## src/rtl/dmar_pkg.sv

```systemverilog
package dmar_pkg;

    typedef enum logic [2:0] {
        CH_IDLE = 3'b001,
        CH_HALT = 3'b010,
        CH_RUN  = 3'b100
    } ch_state_e;

    localparam int REG_IDX_W = 6;

    localparam logic [REG_IDX_W-1:0] IDX_DPTR = 6'd0;
    localparam logic [REG_IDX_W-1:0] IDX_DESC = 6'd22;
    localparam logic [REG_IDX_W-1:0] IDX_BUF  = 6'd23;
    localparam logic [REG_IDX_W-1:0] IDX_GRP  = 6'd24;
    localparam logic [REG_IDX_W-1:0] IDX_GDN  = 6'd31;
    localparam logic [REG_IDX_W-1:0] IDX_CMD  = 6'd32;
    localparam logic [REG_IDX_W-1:0] IDX_CFG  = 6'd33;
    localparam logic [REG_IDX_W-1:0] IDX_STAT = 6'd34;
    localparam logic [REG_IDX_W-1:0] IDX_MASK = 6'd35;
    localparam logic [REG_IDX_W-1:0] IDX_ACK  = 6'd36;
    localparam logic [REG_IDX_W-1:0] IDX_RAW  = 6'd37;
    localparam logic [REG_IDX_W-1:0] IDX_MSKD = 6'd38;
    localparam logic [REG_IDX_W-1:0] IDX_SCMD = 6'd39;

    localparam int        SCMD_W     = 10;
    localparam logic [9:0] SC_LOAD_D = 10'h140;
    localparam logic [9:0] SC_BURST  = 10'h020;
    localparam logic [9:0] SC_LOAD_C = 10'h200;

    localparam logic [1:0] SZ_WORD = 2'd2;
    localparam int         WIN_LSB = 13;

endpackage

```

## src/rtl/dmar_decode.sv

```systemverilog
module dmar_decode
    import dmar_pkg::*;
#(
    parameter int NUM_CH   = 4,
    parameter int ADDR_W   = 16,
    parameter int CH_IDX_W = 2
) (
    input  logic                  valid_i,
    input  logic                  write_i,
    input  logic [ADDR_W-1:0]     addr_i,
    input  logic [1:0]            size_i,
    output logic [CH_IDX_W-1:0]   ch_o,
    output logic [REG_IDX_W-1:0]  idx_o,
    output logic [NUM_CH-1:0]     wr_o,
    output logic                  rd_ok_o,
    output logic                  bad_o
);
    localparam int CH_FIELD_W = ADDR_W - WIN_LSB;

    logic [CH_FIELD_W-1:0] ch_field;
    logic                  in_range;
    logic                  word;
    logic                  unused_addr;

    assign ch_field    = addr_i[ADDR_W-1:WIN_LSB];
    assign in_range    = {1'b0, ch_field} < (CH_FIELD_W+1)'(NUM_CH);
    assign word        = (size_i == SZ_WORD);
    assign idx_o       = addr_i[7:2];
    assign ch_o        = CH_IDX_W'(ch_field);
    assign rd_ok_o     = valid_i && !write_i && word && in_range;
    assign bad_o       = valid_i && !word;
    assign unused_addr = ^{addr_i[WIN_LSB-1:8], addr_i[1:0]};

    for (genvar g = 0; g < NUM_CH; g++) begin : g_wsel
        assign wr_o[g] = valid_i && write_i && word && in_range &&
                         (ch_field == CH_FIELD_W'(g));
    end

endmodule

```

## src/rtl/dmar_chan.sv

```systemverilog
module dmar_chan
    import dmar_pkg::*;
#(
    parameter int IRQ_W = 4
) (
    input  logic                 clk,
    input  logic                 rst_n,
    input  logic                 wr_i,
    input  logic [REG_IDX_W-1:0] idx_i,
    input  logic [31:0]          wdata_i,
    input  logic                 desc_eol_i,
    input  logic                 eng_eol_i,
    input  logic                 reload_done_i,
    input  logic                 reload_eol_i,
    input  logic [IRQ_W-1:0]     intr_set_i,
    output logic [31:0]          rdata_o,
    output logic                 irq_o,
    output logic                 ld_data_o,
    output logic                 ld_ctx_o,
    output logic                 start_o,
    output logic                 cont_o,
    output logic                 restart_o,
    output logic [31:0]          dptr_o,
    output logic [31:0]          desc_o,
    output logic [31:0]          buf_o,
    output logic [31:0]          grp_o,
    output logic [31:0]          gdn_o
);
    typedef struct packed {
        logic [31:0]       dptr;
        logic [31:0]       desc;
        logic [31:0]       bufp;
        logic [31:0]       grp;
        logic [31:0]       gdn;
        logic              cmd;
        logic [1:0]        cfg;
        logic [SCMD_W-1:0] scmd;
        logic [IRQ_W-1:0]  mask;
        logic [IRQ_W-1:0]  raw;
        ch_state_e         st;
        logic              eol;
        logic              pend;
        logic              ld_d;
        logic              ld_c;
        logic              start;
        logic              cont;
        logic              restart;
    } chan_t;

    chan_t q, d;
    logic [SCMD_W-1:0] wcmd;
    logic              can_cont;

    assign wcmd     = wdata_i[SCMD_W-1:0];
    assign can_cont = q.cfg[0] && !q.cfg[1] && (q.st == CH_RUN) && desc_eol_i;

    always_comb begin
        d         = q;
        d.ld_d    = 1'b0;
        d.ld_c    = 1'b0;
        d.start   = 1'b0;
        d.cont    = 1'b0;
        d.restart = 1'b0;
        d.raw     = q.raw | intr_set_i;

        if (eng_eol_i) begin
            d.eol = 1'b1;
        end

        if (reload_done_i && q.pend) begin
            d.pend = 1'b0;
            if (!reload_eol_i && q.eol) begin
                d.restart = 1'b1;
                d.eol     = 1'b0;
                d.st      = CH_RUN;
            end
        end

        if (wr_i) begin
            case (idx_i)
                IDX_DPTR: d.dptr = wdata_i;
                IDX_DESC: d.desc = wdata_i;
                IDX_BUF:  d.bufp = wdata_i;
                IDX_GRP:  d.grp  = wdata_i;
                IDX_GDN:  d.gdn  = wdata_i;
                IDX_CMD: begin
                    d.cmd = wdata_i[0];
                    if (can_cont) begin
                        d.cont = 1'b1;
                        d.pend = 1'b1;
                    end
                end
                IDX_CFG: begin
                    d.cfg = wdata_i[1:0];
                    if (wdata_i[1]) d.st = CH_HALT;
                    if (!wdata_i[0]) d.st = CH_IDLE;
                end
                IDX_MASK: d.mask = wdata_i[IRQ_W-1:0];
                IDX_ACK:  d.raw  = (q.raw & ~wdata_i[IRQ_W-1:0]) | intr_set_i;
                IDX_SCMD: begin
                    d.scmd = wcmd;
                    if (|(wcmd & SC_LOAD_D)) begin
                        d.ld_d = 1'b1;
                        if (|(wcmd & SC_BURST)) begin
                            d.start = 1'b1;
                            d.st    = CH_RUN;
                            d.eol   = 1'b0;
                        end
                    end
                    if (|(wcmd & SC_LOAD_C)) begin
                        d.ld_c = 1'b1;
                    end
                end
                default: ;
            endcase
        end
    end

    always_ff @(posedge clk or negedge rst_n) begin
        if (!rst_n) begin
            q    <= '0;
            q.st <= CH_IDLE;
        end else begin
            q <= d;
        end
    end

    always_comb begin
        case (idx_i)
            IDX_DPTR: rdata_o = q.dptr;
            IDX_DESC: rdata_o = q.desc;
            IDX_BUF:  rdata_o = q.bufp;
            IDX_GRP:  rdata_o = q.grp;
            IDX_GDN:  rdata_o = q.gdn;
            IDX_CMD:  rdata_o = {31'b0, q.cmd};
            IDX_CFG:  rdata_o = {30'b0, q.cfg};
            IDX_STAT: rdata_o = 32'({q.eol, 2'b00, q.st});
            IDX_MASK: rdata_o = 32'(q.mask);
            IDX_RAW:  rdata_o = 32'(q.raw);
            IDX_MSKD: rdata_o = 32'(q.raw & q.mask);
            IDX_SCMD: rdata_o = 32'(q.scmd);
            default:  rdata_o = '0;
        endcase
    end

    assign irq_o     = |(q.raw & q.mask);
    assign ld_data_o = q.ld_d;
    assign ld_ctx_o  = q.ld_c;
    assign start_o   = q.start;
    assign cont_o    = q.cont;
    assign restart_o = q.restart;
    assign dptr_o    = q.dptr;
    assign desc_o    = q.desc;
    assign buf_o     = q.bufp;
    assign grp_o     = q.grp;
    assign gdn_o     = q.gdn;


    state_onehot_chk: assert property (@(posedge clk) disable iff (!rst_n)
        $countones(q.st) == 1);


    ack_clears_chk: assert property (@(posedge clk) disable iff (!rst_n)
        (wr_i && idx_i == IDX_ACK && intr_set_i == '0)
        |=> ((q.raw & $past(wdata_i[IRQ_W-1:0])) == '0));


    restart_cause_chk: assert property (@(posedge clk) disable iff (!rst_n)
        q.restart |-> $past(reload_done_i && !reload_eol_i));


    cont_running_chk: assert property (@(posedge clk) disable iff (!rst_n)
        q.cont |-> (q.st == CH_RUN));


    start_running_chk: assert property (@(posedge clk) disable iff (!rst_n)
        q.start |-> (q.st == CH_RUN && !q.eol));

endmodule

```

## src/rtl/dma_regfile.sv

```systemverilog
module dma_regfile
    import dmar_pkg::*;
#(
    parameter int NUM_CH = 4,
    parameter int ADDR_W = 16,
    parameter int IRQ_W  = 4
) (
    input  logic                          clk,
    input  logic                          rst_n,
    input  logic                          bus_valid,
    input  logic                          bus_write,
    input  logic [ADDR_W-1:0]             bus_addr,
    input  logic [1:0]                    bus_size,
    input  logic [31:0]                   bus_wdata,
    output logic                          bus_rvalid,
    output logic [31:0]                   bus_rdata,
    output logic                          bus_err,
    input  logic [NUM_CH-1:0]             desc_eol,
    input  logic [NUM_CH-1:0]             eng_eol,
    input  logic [NUM_CH-1:0]             reload_done,
    input  logic [NUM_CH-1:0]             reload_eol,
    input  logic [NUM_CH-1:0][IRQ_W-1:0]  intr_set,
    output logic [NUM_CH-1:0]             irq,
    output logic [NUM_CH-1:0]             ld_data,
    output logic [NUM_CH-1:0]             ld_ctx,
    output logic [NUM_CH-1:0]             start,
    output logic [NUM_CH-1:0]             cont,
    output logic [NUM_CH-1:0]             restart,
    output logic [NUM_CH-1:0][31:0]       ptr_data,
    output logic [NUM_CH-1:0][31:0]       ptr_desc,
    output logic [NUM_CH-1:0][31:0]       ptr_buf,
    output logic [NUM_CH-1:0][31:0]       ptr_grp,
    output logic [NUM_CH-1:0][31:0]       ptr_gdown
);
    localparam int CH_IDX_W = (NUM_CH > 1) ? $clog2(NUM_CH) : 1;

    typedef struct packed {
        logic        rvalid;
        logic [31:0] rdata;
        logic        err;
    } port_t;

    port_t q, d;

    logic [CH_IDX_W-1:0]      dec_ch;
    logic [REG_IDX_W-1:0]     dec_idx;
    logic [NUM_CH-1:0]        dec_wr;
    logic                     dec_rd_ok;
    logic                     dec_bad;
    logic [NUM_CH-1:0][31:0]  chan_rd;

    dmar_decode #(
        .NUM_CH   (NUM_CH),
        .ADDR_W   (ADDR_W),
        .CH_IDX_W (CH_IDX_W)
    ) u_dec (
        .valid_i (bus_valid),
        .write_i (bus_write),
        .addr_i  (bus_addr),
        .size_i  (bus_size),
        .ch_o    (dec_ch),
        .idx_o   (dec_idx),
        .wr_o    (dec_wr),
        .rd_ok_o (dec_rd_ok),
        .bad_o   (dec_bad)
    );

    for (genvar g = 0; g < NUM_CH; g++) begin : g_chan
        dmar_chan #(.IRQ_W(IRQ_W)) u_chan (
            .clk           (clk),
            .rst_n         (rst_n),
            .wr_i          (dec_wr[g]),
            .idx_i         (dec_idx),
            .wdata_i       (bus_wdata),
            .desc_eol_i    (desc_eol[g]),
            .eng_eol_i     (eng_eol[g]),
            .reload_done_i (reload_done[g]),
            .reload_eol_i  (reload_eol[g]),
            .intr_set_i    (intr_set[g]),
            .rdata_o       (chan_rd[g]),
            .irq_o         (irq[g]),
            .ld_data_o     (ld_data[g]),
            .ld_ctx_o      (ld_ctx[g]),
            .start_o       (start[g]),
            .cont_o        (cont[g]),
            .restart_o     (restart[g]),
            .dptr_o        (ptr_data[g]),
            .desc_o        (ptr_desc[g]),
            .buf_o         (ptr_buf[g]),
            .grp_o         (ptr_grp[g]),
            .gdn_o         (ptr_gdown[g])
        );
    end

    always_comb begin
        d        = q;
        d.rvalid = bus_valid && !bus_write;
        d.rdata  = dec_rd_ok ? chan_rd[dec_ch] : '0;
        if (dec_bad) d.err = 1'b1;
    end

    always_ff @(posedge clk or negedge rst_n) begin
        if (!rst_n) q <= '0;
        else        q <= d;
    end

    assign bus_rvalid = q.rvalid;
    assign bus_rdata  = q.rdata;
    assign bus_err    = q.err;


    err_sticky_chk: assert property (@(posedge clk) disable iff (!rst_n)
        bus_err |=> bus_err);


    rvalid_timing_chk: assert property (@(posedge clk) disable iff (!rst_n)
        bus_rvalid |-> $past(bus_valid && !bus_write));


    bad_read_zero_chk: assert property (@(posedge clk) disable iff (!rst_n)
        (bus_valid && !bus_write && bus_size != SZ_WORD) |=> (bus_rdata == '0));

endmodule

```

## config.mk

```make
export PLATFORM = sky130hd
export DESIGN_NAME = dma_regfile
export DESIGN_NICKNAME = d
export VERILOG_FILES = /design/src/rtl/dmar_pkg.sv /design/src/rtl/dmar_decode.sv /design/src/rtl/dmar_chan.sv /design/src/rtl/dma_regfile.sv
export SDC_FILE = /design/constraint.sdc
export NUM_CORES = 1
export LEC_CHECK = 0
export ABC_AREA = 1
export CAP_MARGIN = 20
export CELL_PAD_IN_SITES_DETAIL_PLACEMENT = 1
export CELL_PAD_IN_SITES_GLOBAL_PLACEMENT = 1
export CORE_AREA = 8 8 296 298
export CTS_BUF_LIST = sky130_fd_sc_hd__clkbuf_8
export DETAILED_ROUTE_END_ITERATION = 6
export DIE_AREA = 0 0 304 306
export DONT_BUFFER_PORTS = 1
export GPL_ROUTABILITY_DRIVEN = 1
export PLACE_DENSITY_LB_ADDON = 0.1
export SYNTH_ARGS = -nofsm -noshare
export SYNTH_HDL_FRONTEND = slang
export SYNTH_SLANG_ARGS = --single-unit
```

## constraint.sdc

```tcl
create_clock -name clk -period 3.95 [get_ports clk]
set_clock_uncertainty 0.2 [all_clocks]
set_input_delay 0 -clock clk [delete_from_list [all_inputs] [get_ports clk]]
set_output_delay 0 -clock clk [all_outputs]
set_load 0.005 [all_outputs]
```

==> key figures <==
Routing
  • Post-detailed-route DRC marker count: 0
  • Via Count: 33.02k
  • Remaining antenna violation count after routing: 0
  • Routed wire length: 175300 um
  • Vias/cell: 5.841
  • Length of the first detailed-routing pass in iterations: 5
  • Number of DRC markers after the initial detailed-route iteration: 3031
  • WL/cell: 31.01 um

Synthesis
  • Yosys reg bits: 798
  • Share of the yosys chip area belonging to registers: 0.4971
  • Mean post-synth cell area: 7.969 um2
  • Combinational family with the most area after synthesis: simple AND/OR/NAND/NOR gates
  • Synthesized-area fraction occupied by ao, oa, aoi and oai cells: 0.1121
  • Share of synthesized area spent on multiplexers: 0
  • XOR/XNOR Fraction of Synth Area: 0
  • Adder-Cell Fraction of Synth Area: 0
  • Cell types occupying the most area after synthesis: sky130_fd_sc_hd__dfrtp_1, sky130_fd_sc_hd__nand2_1, sky130_fd_sc_hd__buf_4
  • Cell type contributing the most total cell area after synthesis: sky130_fd_sc_hd__dfrtp_1
  • Post-Synthesis Net Count: 5128
  • Area share of the largest cell type after synthesis: 0.4945
  • Synth Area in Simple Gates: 0.2173
  • Count of unique library cells instantiated by Yosys: 31
  • Total standard cell area after synthesis: 40180 um2
  • Yosys synthesis warning count: 0
  • Synthesized instance count: 5042

Placed design
  • Count of input and output buffers: 0
  • GP Congestion: 0.9176
  • Post-detailed-placement cell area: 35790 um2
  • Placed wire-length estimate: 117000 um

Clock tree
  • Number of buffers between clock root and the deepest sink: 3
  • Number of clock buffers inserted by TritonCTS: 143
  • H-Tree Depth: 4
  • Root buffer selected by CTS: sky130_fd_sc_hd__clkbuf_8
  • Hold-fix buffers at CTS: 171
  • CTS tree: done
  • Clock-pin slew on the worst setup and hold paths: 0.06 ns
  • Skew-Pair Late Insertion Delay: 0.86 ns
  • CTS Sinks: 798

Global route
  • Congestion Overflow GR: 0
  • Vias in the first global route: 32.73k
  • Antenna violations before repair: 8
  • Global-route wire length before repair: 248500 um
  • Largest net degree at the start of global routing: 799
  • Overall routing resource usage: 0.3644

Status
  • Outcome: complete, but fails checks
  • Violated checks: hold timing, slew limit

Setup path
  • Data required time of the critical path: 4.49 ns
  • Largest fanout on the critical path: 3
  • Endpoint class of the critical path: flop
  • CP Class: reg2reg
  • Arrival time reported for the critical path endpoint: 4.38 ns
  • Kind of start point of the critical path: flop

Floorplanning
  • Number of rows in the core area: 106
  • Core area: 82890 um2
  • Num ports: 784
  • Die footprint: 93020 um2
  • Die Y-Extent: 306 um
  • Width of the die: 304 um
  • Effective utilization at floorplan: 0.4847

Timing
  • Relative slew slack: -1.670
  • Worst hold margin: -1.330 ns
  • Setup TNS Final: 0 ns
  • Final clock period utilization by the worst path: 0.9735
  • Final critical-path required period: 3.845 ns
  • Final-report max-slew violation count: 613
  • Hold violation total from the final report: 795
  • Worst slew pin tran: 4.005 ns
  • Highest Clock Rate: 0.2601 GHz
  • RSZ-0062 raised after global routing: no
  • Final setup viols: 0

Power
  • Worst vdd ir: 0.3742 mV
  • Static Leak: 0.01965 uW
  • Pwr Density: 419.6 nW/um2

Cells and area
  • Fraction of layout instances using a drive strength above 1: 0.07119
  • Util after Layout: 0.4895
  • Final instance area: 40580 um2
  • Number of nets in the layout: 4546
  • Layout-stage area growth over the synthesis result: 0.9841%

Job
  • Count of maximum capacitance violations: 0

Min path
  • Path type of the worst min-delay path: in2async
## power by group
group | total, uW | switching (uW) | internal, uW | leakage (uW)
clock network | 8090 | 3690 | 4400 | 0.00166
registers | 8280 | 58.4 | 8220 | 0.0110
logic | 649 | 474 | 175 | 0.00699
## flip-flops by register name (all words and copies together) (netlist names)
| signal | cells |
|---|---|
| g_chan.u_chan.restart_o | 4 |
| g_chan.u_chan.grp_o | 128 |
| g_chan.u_chan.desc_o | 128 |
| g_chan.u_chan.gdn_o | 128 |
| bus_rvalid | 1 |
| g_chan.u_chan.ld_data_o | 4 |
| g_chan.u_chan.buf_o | 128 |
| g_chan.u_chan.start_o | 4 |
| g_chan.u_chan.ld_ctx_o | 4 |
| bus_err | 1 |
| g_chan.u_chan.cont_o | 4 |
| bus_rdata | 32 |
| g_chan.u_chan.q | 104 |
| g_chan.u_chan.dptr_o | 128 |
## repair_timing
action | in CTS | in global routing
setup endpoints to repair | 0 | 11
endpoints found under the hold margin | 1596 | 798
gates resized for setup | 0 | 11
buffers inserted | 0 | 7
## final timing paths
path	from	cells after the start	to	slack, ns
hold reg to reg	g_chan[3].u_chan.q[27]	2	g_chan[3].u_chan.q[27]	0.29
setup / recovery	g_chan[3].u_chan.q[7]	14	bus_rdata[0]	0.10
hold / removal	rst_n	0	g_chan[0].u_chan.grp_o[30]	-1.33
setup reg to reg	g_chan[3].u_chan.q[7]	14	bus_rdata[0]	0.10
min in group clk	bus_wdata[31]	3	g_chan[3].u_chan.grp_o[31]	0.09
max in group asynchronous	rst_n	0	g_chan[2].u_chan.q[8]	1.75
## synth_stat cells
cell	count
sky130_fd_sc_hd__nand4_1	47
sky130_fd_sc_hd__nor2_4	3
sky130_fd_sc_hd__buf_6	1
sky130_fd_sc_hd__nand3_1	106
sky130_fd_sc_hd__nor2_2	6
sky130_fd_sc_hd__a31oi_1	3
sky130_fd_sc_hd__buf_2	64
sky130_fd_sc_hd__o22ai_1	9
sky130_fd_sc_hd__nand2_1	1782
sky130_fd_sc_hd__o21ai_0	727
sky130_fd_sc_hd__nand3b_1	8
sky130_fd_sc_hd__o21ai_1	32
sky130_fd_sc_hd__a21o_1	1
sky130_fd_sc_hd__a21oi_1	109
sky130_fd_sc_hd__dfstp_2	4
sky130_fd_sc_hd__or2_2	2
sky130_fd_sc_hd__inv_1	167
sky130_fd_sc_hd__a22oi_1	3
sky130_fd_sc_hd__clkinv_1	1
sky130_fd_sc_hd__nor3_2	3
sky130_fd_sc_hd__o221ai_1	1
sky130_fd_sc_hd__nand3_2	1
sky130_fd_sc_hd__buf_1	12
sky130_fd_sc_hd__nor3_1	13
sky130_fd_sc_hd__clkbuf_1	194
sky130_fd_sc_hd__buf_4	694
sky130_fd_sc_hd__nor2_1	218
sky130_fd_sc_hd__nand2_2	24
sky130_fd_sc_hd__dfrtp_1	794
sky130_fd_sc_hd__o21bai_1	6
sky130_fd_sc_hd__inv_2	7
## cell usage in the layout, fill, tap and decap left out, drive strengths merged, types with 11 or more instances in the layout
cell type    instances
o21ai              759
clkinv              11
nand3              107
buf                 68
a21oi              109
dlygate4sd3        168
nand2             1806
nand4               47
nor2               227
clkbuf             173
inv                228
dfrtp              794
nor3                16
## critical path, stage by stage, from the launching register on
cell and delay, ns:
sky130_fd_sc_hd__dfstp_2 0.56, sky130_fd_sc_hd__nand3_1 0.07, sky130_fd_sc_hd__dlygate4sd3_1 0.57, sky130_fd_sc_hd__nand2_1 0.06
sky130_fd_sc_hd__dlygate4sd3_1 0.54, sky130_fd_sc_hd__inv_1 0.04, sky130_fd_sc_hd__nand2_1 0.05, sky130_fd_sc_hd__dlygate4sd3_1 0.56
sky130_fd_sc_hd__nor2_1 0.05, sky130_fd_sc_hd__nand2_1 0.05, sky130_fd_sc_hd__dlygate4sd3_1 0.55, sky130_fd_sc_hd__nand2_1 0.05
sky130_fd_sc_hd__nand2_1 0.05, sky130_fd_sc_hd__nand2_1 0.07, sky130_fd_sc_hd__nor2_1 0.24
## final cells by class
type,instances,area (um2)
inverters,175,681.9
clock inverters,78,551.8
flip-flops and latches,798,19970
fillers,9907,42320
diodes,8,20.02
multi-input cells,3104,13310
repair buffers,238,2315
well taps,1080,1351
clock buffers,172,2367
## layer usage
layer  global-route usage  vias to the layer above  share of wire
li1                     -                    14198              -
met1               0.4141                    16812           0.37
met2               0.6001                     1586           0.47
met3               0.1338                      417          0.098
met4               0.1933                        4          0.061
met5                    0                        -        0.00014
## stage by stage
stage / total power, uW / setup WS [ns] / std cells
3_5_place_dp: 8924 / 0.7751 / 5215
2_1_floorplan: 8718 / 2.314 / 5042
6_report: 17020 / 0.1047 / 5653
4_1_cts: 17100 / 0.007838 / 5636
3_3_place_gp: 8916 / 0.8043 / 5215
5_1_grt: 17480 / 0.03775 / 5651
## cell families (layout without fill, tap and decap cells)
logic type | Yosys count | in the layout
DFF | 798 | 798
AOI/OAI and AO/OA | 891 | 891
buffers and inverters | 1140 | 663
and+or+nand+nor | 2213 | 2213
other | 0 | 8
Note: power is estimated with default switching activity, not from simulation.
